### config.mk
export PLATFORM = sky130hd
export DESIGN_NAME = pcm_slot_if
export DESIGN_NICKNAME = d
export VERILOG_FILES = /design/src/rtl/pcm_slot_pkg.sv /design/src/rtl/pcm_tx_lane.sv /design/src/rtl/pcm_rx_lane.sv /design/src/rtl/pcm_tx_merge.sv /design/src/rtl/pcm_slot_if.sv
export SDC_FILE = /design/constraint.sdc
export NUM_CORES = 1
export LEC_CHECK = 0
export ABC_AREA = 1
export BUFFER_PORTS_ARGS = -buffer_cell sky130_fd_sc_hd__buf_2
export CAP_MARGIN = 20
export CORE_MARGIN = 2
export CORE_UTILIZATION = 50
export CTS_CLUSTER_SIZE = 24
export DETAILED_ROUTE_END_ITERATION = 8
export HOLD_SLACK_MARGIN = 0.15
export PLACE_DENSITY = 0.83
export SETUP_SLACK_MARGIN = 0.1
export SKIP_CTS_REPAIR_TIMING = 1
export SLEW_MARGIN = 30
export SYNTH_ARGS = -nofsm -noshare
export SYNTH_HDL_FRONTEND = slang
export SYNTH_SLANG_ARGS = --single-unit
### constraint.sdc
create_clock -name clk -period 4.11 [get_ports clk]
set_input_delay 0.2055 -clock clk [delete_from_list [all_inputs] [get_ports clk]]
set_output_delay 0.2055 -clock clk [all_outputs]
set_load 0.02 [all_outputs]
### src/rtl/pcm_slot_pkg.sv
package pcm_slot_pkg;

    typedef enum logic {
        SYNC_SHORT = 1'b0,
        SYNC_LONG  = 1'b1
    } sync_mode_e;

    function automatic sync_mode_e mode_of(input logic long_sel);
        return long_sel ? SYNC_LONG : SYNC_SHORT;
    endfunction

    // Slot start decision shared by both directions.
    // Long style starts on a rising sync, short style on any sync seen while idle.
    function automatic logic slot_start(input sync_mode_e m, input logic fs_now,
                                        input logic fs_prev, input logic idle);
        if (m == SYNC_LONG)
            return fs_now & ~fs_prev & idle;
        else
            return fs_now & idle;
    endfunction

endpackage

### src/rtl/pcm_tx_lane.sv
module pcm_tx_lane
    import pcm_slot_pkg::*;
#(
    parameter int W = 8
) (
    input  logic         clk,
    input  logic         rst,
    input  logic         long_frame,
    input  logic         fs,
    input  logic [W-1:0] word,
    output logic         active,
    output logic         bit_o
);
    localparam int CW = $clog2(W + 1);

    logic          fs_q;
    logic [W-1:0]  sh;
    logic [CW-1:0] rem;
    sync_mode_e    m;
    logic          idle;
    logic          start;
    logic          first;

    assign m     = mode_of(long_frame);
    assign idle  = (rem == '0);
    assign start = slot_start(m, fs, fs_q, idle);
    // Long style: the first bit goes out in the period the sync rises
    assign first = (m == SYNC_LONG) & fs & ~fs_q & idle;

    always_ff @(posedge clk) begin
        if (rst) begin
            fs_q <= 1'b0;
            sh   <= '0;
            rem  <= '0;
        end else begin
            fs_q <= fs;
            if (start) begin
                // byte taken from the sync period
                if (m == SYNC_LONG) begin
                    sh  <= word << 1;
                    rem <= CW'(W - 1);
                end else begin
                    sh  <= word;
                    rem <= CW'(W);
                end
            end else if (!idle) begin
                sh  <= sh << 1;
                rem <= rem - 1'b1;
            end
        end
    end

    assign active = first | ~idle;
    assign bit_o  = first ? word[W-1] : (idle ? 1'b0 : sh[W-1]);

endmodule

### src/rtl/pcm_rx_lane.sv
module pcm_rx_lane
    import pcm_slot_pkg::*;
#(
    parameter int W = 8
) (
    input  logic         clk,
    input  logic         rst,
    input  logic         long_frame,
    input  logic         fs,
    input  logic         smp,
    output logic [W-1:0] word,
    output logic         valid
);
    localparam int CW = $clog2(W + 1);

    logic          fs_q;
    logic [W-1:0]  sh;
    logic [CW-1:0] rem;
    sync_mode_e    m;
    logic          idle;
    logic          start;
    logic [W-1:0]  sh_next;

    assign m       = mode_of(long_frame);
    assign idle    = (rem == '0);
    assign start   = slot_start(m, fs, fs_q, idle);
    assign sh_next = {sh[W-2:0], smp};

    always_ff @(posedge clk) begin
        if (rst) begin
            fs_q  <= 1'b0;
            sh    <= '0;
            rem   <= '0;
            word  <= '0;
            valid <= 1'b0;
        end else begin
            fs_q  <= fs;
            valid <= 1'b0;
            if (start) begin
                if (m == SYNC_LONG) begin
                    // bit of the sync period is already in smp
                    sh  <= sh_next;
                    rem <= CW'(W - 1);
                end else begin
                    rem <= CW'(W);
                end
            end else if (!idle) begin
                sh  <= sh_next;
                rem <= rem - 1'b1;
                if (rem == CW'(1)) begin
                    word  <= sh_next;
                    valid <= 1'b1;
                end
            end
        end
    end

endmodule

### src/rtl/pcm_tx_merge.sv
module pcm_tx_merge #(
    parameter int NCH = 4
) (
    input  logic [NCH-1:0] active,
    input  logic [NCH-1:0] bits,
    output logic           drive,
    output logic           bit_o,
    output logic           overlap
);
    localparam int NW = $clog2(NCH + 1);

    logic [NW-1:0] n_act;

    // lowest-numbered active channel wins
    always_comb begin
        bit_o = 1'b0;
        for (int c = NCH - 1; c >= 0; c--) begin
            if (active[c]) bit_o = bits[c];
        end
    end

    always_comb begin
        n_act = '0;
        for (int c = 0; c < NCH; c++) n_act = n_act + NW'(active[c]);
    end

    assign drive   = |active;
    assign overlap = (n_act > NW'(1));

endmodule

### src/rtl/pcm_slot_if.sv
module pcm_slot_if #(
    parameter int NCH = 4,
    parameter int W   = 8
) (
    input  logic             clk,
    input  logic             rst,
    input  logic             long_frame,
    input  logic [NCH-1:0]   tx_fsync,
    input  logic [NCH*W-1:0] tx_word,
    output logic             tx_bit,
    output logic             tx_drive,
    output logic             tx_overlap,
    input  logic [NCH-1:0]   rx_fsync,
    input  logic             rx_bit,
    output logic [NCH*W-1:0] rx_word,
    output logic [NCH-1:0]   rx_valid
);
    logic [NCH-1:0] lane_active;
    logic [NCH-1:0] lane_bit;
    logic           rx_smp;

    // receive line sampled mid-period on the falling edge
    always_ff @(negedge clk) begin
        if (rst) rx_smp <= 1'b0;
        else     rx_smp <= rx_bit;
    end

    for (genvar c = 0; c < NCH; c++) begin : g_ch
        pcm_tx_lane #(.W(W)) u_tx (
            .clk       (clk),
            .rst       (rst),
            .long_frame(long_frame),
            .fs        (tx_fsync[c]),
            .word      (tx_word[c*W +: W]),
            .active    (lane_active[c]),
            .bit_o     (lane_bit[c])
        );

        pcm_rx_lane #(.W(W)) u_rx (
            .clk       (clk),
            .rst       (rst),
            .long_frame(long_frame),
            .fs        (rx_fsync[c]),
            .smp       (rx_smp),
            .word      (rx_word[c*W +: W]),
            .valid     (rx_valid[c])
        );
    end

    pcm_tx_merge #(.NCH(NCH)) u_merge (
        .active (lane_active),
        .bits   (lane_bit),
        .drive  (tx_drive),
        .bit_o  (tx_bit),
        .overlap(tx_overlap)
    );

endmodule

Yosys cells after proc, flatten, opt, wreduce, memory -nomap -nowiden

Cells that the tools add are included.

$add $sub $neg: 11
$lt $le $gt $ge: 1
Eq/ne operators: 16
Muxes and demuxes: 66
Bitwise operators: 60
Reductions and logical operators: 21

Operator list:

| operator              | count |
|---|---|
| $mux W8               | 12 |
| $mux W7               | 12 |
| $mux W4               | 17 |
| $and A1 B1 Y1         | 36 |
| $logic_not A4 Y1      | 8 |
| $sub A4 B1 Y4 const B | 8 |
| $mux W1               | 25 |
| $ne A2 B2 Y1 const B  | 11 |
| $not A1 Y1            | 20 |
| $eq A4 B1 Y1 const B  | 4 |
| $reduce_and A3 Y1     | 4 |
| $reduce_or A3 Y1      | 4 |
| $reduce_and A2 Y1     | 4 |
| $add A3 B1 Y3         | 2 |
| $or A1 B1 Y1          | 4 |
| $reduce_or A4 Y1      | 1 |
| $gt A3 B1 Y1 const B  | 1 |
| $add A1 B1 Y2         | 1 |
| $ne A2 B1 Y1 const B  | 1 |

Flip-flop bits (word level): 137
Input bits: 44

Depth between registers and ports, before layout

Depth after elaboration: 9
Depth in mapped cells: 10
Gate-level depth less buffers: 10

By module

From an unflattened synthesis, not the netlist that was laid out.

Cells, all modules: 1,048
Area total of the unflattened synthesis: 7,043.0 um^2

Modules (own cells, without submodules):

| module       | instances | cells each | area an instance (um^2) |
|---|---|---|---|
| pcm_rx_lane  | 4         | 132        | 910.9 |
| pcm_tx_lane  | 4         | 125        | 815.8 |
| pcm_tx_merge | 1         | 16         | 102.6 |
| pcm_slot_if  | 1         | 4          | 33.8 |

==> Flow_metrics.wiki <==
{| class="wikitable"
! Metric !! Value
|-
| YS warnings || 0
|-
| Max Cap Viol || 0
|-
| EDFF count, synth || 0
|-
| TritonCTS Sinks || around 140
|-
| Gate power share || 40.4%
|-
| Hold Crit Class || input pin to register
|-
| Horizontal die dimension || 117 um
|-
| Initial Utilization || 51.1%
|-
| Net switching power || around 2.3 mW
|-
| Flip-flop cell with the highest count after synthesis || dfxtp_1
|-
| Proportion of netlist area held by the largest area contributor || 42.7%
|-
| Reg2Reg Launch Point || rx_smp$_SDFF_NP0_
|-
| Arrival time of data at the critical path endpoint || 3.11 ns
|-
| Final Skew || 0.0200 ns
|-
| Dominant cells by area after synthesis || dfxtp_1 (43%), nand2_1 (9.6%), nor2_1 (9.2%)
|-
| Proportion of power drawn by flip-flops and latches || 34.8%
|-
| Via density || about 5
|-
| Proportion of total power due to net switching || 41.2%
|-
| Core region area || 12600 um^2
|-
| Commonest cells after routing, fill and taps aside || nand2_1 (164), nor2_1 (158), dfxtp_1 (137)
|-
| Data required time of the worst path || 4.46 ns
|-
| Sequential cell area fraction in the yosys report || 42.7%
|-
| Total global routing overflow || 0
|-
| Number of global-route vias before repair || 5414
|-
| Number of placement rows || a little over 40
|-
| Setup repair after global routing missed its margin || no
|-
| CTS root buf || clkbuf_16
|-
| Overall routed net length || roughly 14 mm
|-
| Endpoints failing setup || 0
|-
| Area leader, netlist || dfxtp_1
|-
| I/O pin total || between 80 and 90
|-
| TritonCTS clock tree || yes
|-
| Hold Violations, Final || 0
|-
| Total vias in the final route || between 5000 and 6000
|-
| Transition at the pin with the smallest max-transition slack || 0.698 ns
|-
| Slew margin rel. || 53.4%
|-
| Diode count || 0
|-
| CP Cell Sequence || inv_1 -> a21oi_1
|-
| Placer Congestion || about 0.83
|-
| Mapped Nets || approximately 1000
|-
| Kind of start point of the critical path || register
|-
| Static Leak || between 3 and 4 nW
|-
| Syn avg cell area || 6.92 um^2
|-
| Maximum fanout along the worst path || 5
|-
| Summed instance area of the synthesized netlist || between 6000 and 7000 um^2
|-
| PortBufs || 82
|-
| Number of cells produced by synthesis || 927
|-
| Endpoint class of the critical path || register
|-
| Final standard cell utilization of the core || 59.9%
|-
| Delay of the slowest cell on the worst path || around 0.37 ns
|-
| #FFs+latches synth || roughly 140
|-
| Drt drc || 0
|-
| Worst Setup Path Type || register to register
|-
| Global-route wire length before repair || ~24 mm
|-
| Proportion of layout cells with a drive suffix above 1 || 13.4%
|-
| Clk pin slew, worst setup/hold paths || 0.06 ns
|-
| Post-synthesis async set-or-reset flop share || 0%
|-
| Total half-perimeter wirelength after legalization and detailed placement || around 9.4 mm
|-
| Count of distinct cell types in the synthesized netlist || 30
|-
| Antenna Nets Post-Route || 0
|-
| Run status || finished, final reports clean
|-
| Total Nets Final || around 1100
|-
| Worst-Skew Late Latency || 0.44 ns
|-
| H-tree level count || 4
|-
| Critical path launch point || rx_smp$_SDFF_NP0_
|-
| Number of buffers created by CTS || 17
|-
| Maximum count of clock buffers along a single path || 2
|-
| Pin count of the biggest net entering global routing || between 50 and 60
|-
| Power share of the clock group || 24.8%
|-
| Max-slew violation total from the final report || 0
|-
| DR iter-0 viols || 424
|-
| DR WL/cell || ~12 um
|-
| Setup_tns || 0 ns
|-
| Number of antenna violations at the first check in global routing || 0
|-
| Power density of the placed cells || 741 nW/um^2
|-
| Detailed-router iteration count before antenna repair || 6
|-
| Count of filler cells inserted in the layout || 1146
|-
| Cell internal power dissipation || 3.28 mW
|-
| Total Routing Usage GR || 21.6%
|-
| Die area || between 10000 and 15000 um^2
|-
| Hold Startpoint || tx_word[10]
|-
| Area grow syn2layout || 17.3%
|-
| Most frequent standard cell in the layout excluding fill and tap cells || nand2_1
|-
| Worst path slowest cell || dfxtp_1
|-
| Die extent in y || around 120 um
|-
| Worst vdd rail ir drop || between 400 and 500 uV
|}
synth_stat cells, types with 4 or more instances:
master	count
buf_2	8
clkbuf_1	13
dfxtp_1	137
nand2_2	4
o21ai_0	107
ha_1	20
a31oi_1	5
nand2_1	164
inv_1	115
nand3_1	88
buf_4	8
clkinv_1	7
inv_2	5
nor2_1	158
a21oi_1	53
xor2_1	9
path summary, 6_finish.rpt:
path              cells past startpoint  slack, ns                           endpoint
setup / recovery                      2       1.35  g_ch[3].u_rx.word[0]$_SDFFE_PP0P_
hold / removal                        5       0.14    g_ch[1].u_tx.sh[3]$_SDFFE_PP0P_
setup reg to reg                      2       1.35  g_ch[3].u_rx.word[0]$_SDFFE_PP0P_
hold reg to reg                       2       0.46    g_ch[2].u_tx.sh[0]$_SDFFE_PP0P_
flip-flops by register name, summed over array words and instances, names as in the netlist:
name / flops
g_ch.u_rx.rem: 16
rx_smp: 1
g_ch.u_rx.valid: 4
g_ch.u_tx.rem: 16
g_ch.u_tx.fs_q: 4
g_ch.u_rx.fs_q: 4
g_ch.u_rx.sh: 28
g_ch.u_rx.word: 32
g_ch.u_tx.sh: 32
power groups by stage:
stage / combinational (mW) / sequential (mW) / clock [mW]
after floorplan: 1.67 / 2.04 / 0.00305
after global placement: 2.17 / 1.95 / 0.00305
after detailed placement: 2.22 / 1.96 / 0.00305
after CTS: 2.25 / 1.94 / 1.41
after global routing: 2.63 / 1.99 / 1.47
final: 2.25 / 1.94 / 1.39
stage by stage:
stage	std cells	setup slack [ns]	power, mW	instance area, um^2	hold slack (ns)
2_1_floorplan	927	1.04	3.71	6420	0.312
3_3_place_gp	1150	1.40	4.12	6870	0.425
3_5_place_dp	1150	1.35	4.19	6870	0.437
4_1_cts	1182	1.34	5.60	7410	-0.00768
5_1_grt	1194	1.21	6.09	7530	0.173
6_report	1194	1.35	5.58	7530	0.138
layout make-up:
cell class | instances | area, um^2 | area share, %
Multi-Input combinational cell | 630 | 3010 | 40.0
Sequential cell | 137 | 2740 | 36.4
Timing Repair Buffer | 96 | 546 | 7.24
Inverter | 126 | 473 | 6.28
Clock buffer | 18 | 429 | 5.70
Tap cell | 172 | 215 | 2.86
Clock inverter | 15 | 113 | 1.50
worst max-delay path, delay by kind of cell, from the launching register on:
kind                   cells  cell delay, ns
buffers and inverters      1            0.10
DFF                        1            0.37
AOI/OAI and AO/OA          1            0.14
kinds of logic after synthesis:
group           after synthesis  share of synthesized area, %
xor+xnor                     11                          1.50
fa+ha+maj                    20                          3.90
simple gates                429                          28.0
compound gates              170                          13.6
flops                       137                          42.7
buf+inv                     160                          10.3
metal layers:
| layer | up-vias | wire length [um] | global-route usage, % |
|---|---|---|---|
| met5 | - | 0 | 0 |
| met4 | 0 | 220 | 8.31 |
| met3 | 19 | 802 | 5.25 |
| met2 | 164 | 6770 | 37.6 |
| met1 | 2656 | 6120 | 25.8 |
| li1 | 3107 | - | - |
Power figures use the tool's default switching activity.
